--- src/rtl/i2c_stop_pkg.sv ---
package i2c_stop_pkg;

  typedef enum logic [2:0] {
    ST_IDLE,
    ST_SDA_WAIT,
    ST_HOLD_LOW,
    ST_SCL_WAIT,
    ST_HOLD_HIGH,
    ST_SDA_CHECK
  } stop_state_t;

  // Count used for the final interval: it must cover the synchronizer
  // latency so that the released SDA level has reached the sampler.
  function automatic int unsigned check_load(int unsigned rel, int unsigned stages);
    return (rel < stages) ? stages : rel;
  endfunction

  // Edges from a counter load to the edge that acts on its expiry.
  function automatic int unsigned interval_edges(int unsigned load_val);
    return load_val + 1;
  endfunction

endpackage

--- src/rtl/i2c_sync.sv ---
module i2c_sync #(
  parameter int STAGES = 2
) (
  input  logic clk,
  input  logic rst_n,
  input  logic d,
  output logic q
);
  logic [STAGES-1:0] sr;

  always_ff @(posedge clk or negedge rst_n) begin
    if (!rst_n) sr <= '1;
    else        sr <= {sr[STAGES-2:0], d};
  end

  assign q = sr[STAGES-1];
endmodule

--- src/rtl/i2c_baud_cnt.sv ---
module i2c_baud_cnt #(
  parameter int W = 7
) (
  input  logic         clk,
  input  logic         rst_n,
  input  logic         load,
  input  logic [W-1:0] load_val,
  output logic         tick
);
  logic [W-1:0] cnt;
  logic         run;

  always_ff @(posedge clk or negedge rst_n) begin
    if (!rst_n) begin
      cnt <= '0;
      run <= 1'b0;
    end else if (load) begin
      cnt <= load_val;
      run <= 1'b1;
    end else if (run) begin
      if (cnt == '0) run <= 1'b0;
      else           cnt <= cnt - 1'b1;
    end
  end

  assign tick = run && (cnt == '0);
endmodule

--- src/rtl/i2c_stop_fsm.sv ---
module i2c_stop_fsm
  import i2c_stop_pkg::*;
#(
  parameter int W      = 7,
  parameter int STAGES = 2
) (
  input  logic         clk,
  input  logic         rst_n,
  input  logic         stop_req,
  input  logic [W-1:0] reload,
  input  logic         sda_s,
  input  logic         scl_s,
  input  logic         tick,
  output logic         load,
  output logic [W-1:0] load_val,
  output stop_state_t  state,
  output logic         done_evt,
  output logic         coll_evt
);
  stop_state_t nxt;
  logic [W-1:0] chk_val;

  assign chk_val = W'(check_load(int'(reload), STAGES));

  always_ff @(posedge clk or negedge rst_n) begin
    if (!rst_n) state <= ST_IDLE;
    else        state <= nxt;
  end

  always_comb begin
    nxt      = state;
    load     = 1'b0;
    load_val = reload;
    done_evt = 1'b0;
    coll_evt = 1'b0;
    case (state)
      ST_IDLE:      if (stop_req) nxt = ST_SDA_WAIT;
      ST_SDA_WAIT:  if (!sda_s) begin
                      load = 1'b1;
                      nxt  = ST_HOLD_LOW;
                    end
      ST_HOLD_LOW:  if (tick) nxt = ST_SCL_WAIT;
      ST_SCL_WAIT:  if (scl_s) begin
                      load = 1'b1;
                      nxt  = ST_HOLD_HIGH;
                    end
      ST_HOLD_HIGH: if (!scl_s) begin
                      coll_evt = 1'b1;
                      nxt      = ST_IDLE;
                    end else if (tick) begin
                      load     = 1'b1;
                      load_val = chk_val;
                      nxt      = ST_SDA_CHECK;
                    end
      ST_SDA_CHECK: if (!scl_s && !sda_s) begin
                      coll_evt = 1'b1;
                      nxt      = ST_IDLE;
                    end else if (tick) begin
                      coll_evt = !sda_s;
                      done_evt = sda_s;
                      nxt      = ST_IDLE;
                    end
      default:      nxt = ST_IDLE;
    endcase
  end
endmodule

--- src/rtl/i2c_stop_gen.sv ---
module i2c_stop_gen
  import i2c_stop_pkg::*;
#(
  parameter int RELOAD_W    = 7,
  parameter int SYNC_STAGES = 2
) (
  input  logic                clk,
  input  logic                rst_n,
  input  logic                stop_req,
  input  logic [RELOAD_W-1:0] reload,
  input  logic                bcol_clr,
  input  logic                sda_in,
  input  logic                scl_in,
  output logic                sda_drive,
  output logic                scl_drive,
  output logic                stop_busy,
  output logic                stop_done,
  output logic                irq,
  output logic                bcol
);
  logic                sda_s, scl_s, tick, load;
  logic [RELOAD_W-1:0] load_val;
  logic                done_evt, coll_evt;
  stop_state_t         state;

  i2c_sync #(.STAGES(SYNC_STAGES)) u_sync_sda (
    .clk(clk), .rst_n(rst_n), .d(sda_in), .q(sda_s));
  i2c_sync #(.STAGES(SYNC_STAGES)) u_sync_scl (
    .clk(clk), .rst_n(rst_n), .d(scl_in), .q(scl_s));

  i2c_baud_cnt #(.W(RELOAD_W)) u_cnt (
    .clk(clk), .rst_n(rst_n), .load(load), .load_val(load_val), .tick(tick));

  i2c_stop_fsm #(.W(RELOAD_W), .STAGES(SYNC_STAGES)) u_fsm (
    .clk(clk), .rst_n(rst_n), .stop_req(stop_req), .reload(reload),
    .sda_s(sda_s), .scl_s(scl_s), .tick(tick), .load(load),
    .load_val(load_val), .state(state), .done_evt(done_evt),
    .coll_evt(coll_evt));

  assign stop_busy = (state != ST_IDLE);
  assign sda_drive = (state == ST_SDA_WAIT) || (state == ST_HOLD_LOW) ||
                     (state == ST_SCL_WAIT) || (state == ST_HOLD_HIGH);
  assign scl_drive = (state == ST_SDA_WAIT) || (state == ST_HOLD_LOW);

  always_ff @(posedge clk or negedge rst_n) begin
    if (!rst_n) begin
      stop_done <= 1'b0;
      irq       <= 1'b0;
      bcol      <= 1'b0;
    end else begin
      irq <= done_evt;
      if (done_evt)                              stop_done <= 1'b1;
      else if (stop_req && state == ST_IDLE)     stop_done <= 1'b0;
      if (coll_evt)      bcol <= 1'b1;
      else if (bcol_clr) bcol <= 1'b0;
    end
  end
endmodule

--- config.mk ---
export PLATFORM = sky130hd
export DESIGN_NAME = i2c_stop_gen
export DESIGN_NICKNAME = d
export VERILOG_FILES = /design/src/rtl/i2c_stop_pkg.sv /design/src/rtl/i2c_sync.sv /design/src/rtl/i2c_baud_cnt.sv /design/src/rtl/i2c_stop_fsm.sv /design/src/rtl/i2c_stop_gen.sv
export SDC_FILE = /design/constraint.sdc
export NUM_CORES = 1
export LEC_CHECK = 0
export CAP_MARGIN = 20
export CORE_MARGIN = 10
export CORE_UTILIZATION = 55
export CTS_BUF_LIST = sky130_fd_sc_hd__clkbuf_8
export CTS_CLUSTER_SIZE = 30
export DETAILED_ROUTE_END_ITERATION = 16
export DONT_BUFFER_PORTS = 1
export PLACE_DENSITY = 0.76
export SYNTH_ARGS = -nofsm -noshare
export SYNTH_HDL_FRONTEND = slang
export SYNTH_SLANG_ARGS = --single-unit
export TNS_END_PERCENT = 30
--- constraint.sdc ---
create_clock -name clk -period 1.86 [get_ports clk]
set_clock_uncertainty 0.2 [all_clocks]
set_input_delay 0.279 -clock clk [delete_from_list [all_inputs] [get_ports clk]]
set_output_delay 0.279 -clock clk [all_outputs]
set_load 0.05 [all_outputs]
==> metrics.txt <==
M3 GR Usage 0.0459; failing checks setup timing; Cell Area, Synth 0.00103 mm2; H-tree levels 1; Area Overhead vs Synth 43.7%; wire per inst approximately 24 um; # DRC 0; Power Total 2.79 mW; pin count of the biggest net entering global routing 19; number of enable flip-flop cells after synthesis 0; data arrival time of the critical path 1.95 ns; PortBufs 0; Peak VDD IR 1.28 mV; Slew Viols, Final 0; CP max stage cell dfrtp_1; post-place setup slack -0.0791 ns; CP top delay family simple AND/OR/NAND/NOR gates; Core Footprint 0.00175 mm2; WHS 0.0376 ns; routed wire length 3.86 mm; full die area around 0.004 mm2; # Max-Cap Violations 0; syn avg cell area 9.87 um2; M2 GR Usage 0.272; first-pass GRT wire length 5.02 mm; hold wc startpoint stop_req; GR peak layer met2; Slew Limit Headroom 0.445; CTS buffer count 3; Final period util 1.07; Layout Nets 153; Post-Syn Nets ~120; Root Driver clkbuf_8; share of Yosys cell area claimed by the top area cell type 0.341; detailed placement HPWL 2.03 mm; layout cells sized above 1 0.431; fin worst setup slack -0.136 ns; most common cell in the netlist dfrtp_1; Worst Path Buf+Inv 2; post-CTS setup buffer count 0; ant diodes 0; status complete, but fails checks; Area contributors post-synth dfrtp_1 (34%), dfstp_2 (10%), mux2_2 (6.6%); Ports 19; Setup Crit Path Kind flop to flop; Setup crit start kind flop; synthesis warning total 0; die width 63.2 um; Cell Chain, Critical Path inv_1 -> ha_4 -> and4bb_2 -> and3_4 -> a21oi_2 -> buf_4 -> mux2_2; worst-margin pin slew 0.829 ns; element type at the critical path end flop; Die Y 63.2 um; LEAKAGE roughly 0.66 nW; initial antenna violation count 0; drt pass-1 iters 4; CP required 1.81 ns; global placer's final weighted congestion 0.791; Final Util 0.844; met1 usage in global routing 0.173; final hold vios 0; HP Class input port to flop; Max Fclk about 500 MHz; Main synth FF type dfrtp_1; sequential share of the synthesized area 0.444; Post-synth ARST share 1.00; ANT nets after route 0; CTS max path bufs 2; critical-path maximum fanout 3; RSZ-0062 raised after global routing yes; fin crit period 2.00 ns; Initial Util 0.588; Clock transition at path regs roughly 0.080 ns; origin of the worst setup path u_cnt.cnt[0]$_DFFE_PN0P_; latest clock arrival within the worst-skew pair between 0.2 and 0.3 ns; R2R Path Start u_cnt.cnt[0]$_DFFE_PN0P_; pwr dens 1890 mW/mm2; Rows 15; area leader, netlist dfrtp_1; number of global-route vias before repair 1003; drt via density 6.40; Synth Instances 104; Post-synth top cells dfrtp_1 (14), nor2_1 (10), nand2_1 (7); worst stage delay on the critical path 0.35 ns; CTS tree built; Final setup viols 8; register bit total from synthesis 18; DR iter-0 viols 60; Sink Count 18; gr ovfl total 0; layout filler cell count 93; total global-route track usage 0.152; Yosys cell types 38; Vias 1037
-- final cells by class --
type	count	area, um2	share of cell area
Multi-Input combinational cell	77	631	0.428
Sequential cell	18	457	0.310
Timing Repair Buffer	32	278	0.188
Clock buffer	4	55.1	0.0374
Tap cell	25	31.3	0.0212
Inverter	6	22.5	0.0153
-- report_power, final --
group | switching [mW] | leakage, nW | total, mW | internal [mW]
logic | 0.917 | 0.417 | 1.76 | 0.840
registers | 0.167 | 0.210 | 0.698 | 0.531
clock network | 0.142 | 0.0288 | 0.330 | 0.188
-- cell usage in the layout, fill, tap and decap left out, types with 2 or more instances in the layout --
cell type,n
buf_4,19
dfrtp_1,13
nor2_1,9
dlygate4sd3_1,9
nand2_1,6
nand2b_1,5
inv_1,5
a21oi_1,5
mux2_4,4
o21ai_0,4
clkbuf_8,4
buf_6,4
dfstp_2,4
a21o_1,3
a21oi_2,2
or3_4,2
o31ai_4,2
o22ai_1,2
nand3b_1,2
mux2_2,2
a31oi_1,2
and3_1,2
-- routing by layer --
metal	wire, um	vias up
li1	-	439
met1	1460	516
met2	1920	62
met3	282	20
met4	194	0
met5	0	-
-- path summary, 6_finish.rpt --
check	to	slack [ns]	cells after the start
worst max-delay path	u_cnt.cnt[4]$_DFFE_PN0P_	-0.14	7
worst min-delay path	stop_done$_DFFE_PN0P_	0.04	2
worst max register to register	u_cnt.cnt[4]$_DFFE_PN0P_	-0.14	7
worst min register to register	u_sync_sda.sr[1]$_DFF_PN1_	0.17	0
max in group asynchronous	u_fsm.state[1]$_DFFE_PN0P_	0.53	1
min in group asynchronous	u_cnt.run$_DFF_PN0_	0.36	1
-- registers in the layout, indices dropped and copies added, names as in the netlist --
name           flops
u_cnt.cnt          7
u_fsm.state        3
u_sync_scl.sr      2
u_sync_sda.sr      2
bcol               1
irq                1
stop_done          1
u_cnt.run          1
-- kinds of logic (layout without fill, tap and decap cells) --
logic type | count (synthesis) | count (layout) | synth area share
flip-flops | 18 | 18 | 0.444
AO/OA/AOI/OAI | 28 | 28 | 0.195
XOR/XNOR | 2 | 2 | 0.0171
AND/OR/NAND/NOR | 39 | 39 | 0.221
buffers and inverters | 9 | 42 | 0.0329
adder cells (fa/ha/maj) | 2 | 2 | 0.0244
multiplexers | 6 | 6 | 0.0658
-- stage by stage --
stage | std cells | instance area, um2 | TNS (ns)
6_report | 162 | 1470 | -0.811
5_1_grt | 162 | 1470 | -1.16
4_1_cts | 162 | 1420 | -0.222
2_1_floorplan | 104 | 1040 | -0.599
3_5_place_dp | 149 | 1230 | -0.399
3_3_place_gp | 149 | 1230 | -0.143
-- timing repair --
| action | in CTS | in global routing |
|---|---|---|
| pin swaps | 2 | 0 |
| endpoints found under the hold margin | 26 | 0 |
| resized for setup | 13 | 11 |
| setup endpoints to repair | 9 | 13 |
| hold buffers | 9 | 0 |
(Power assumes the default switching activity.)
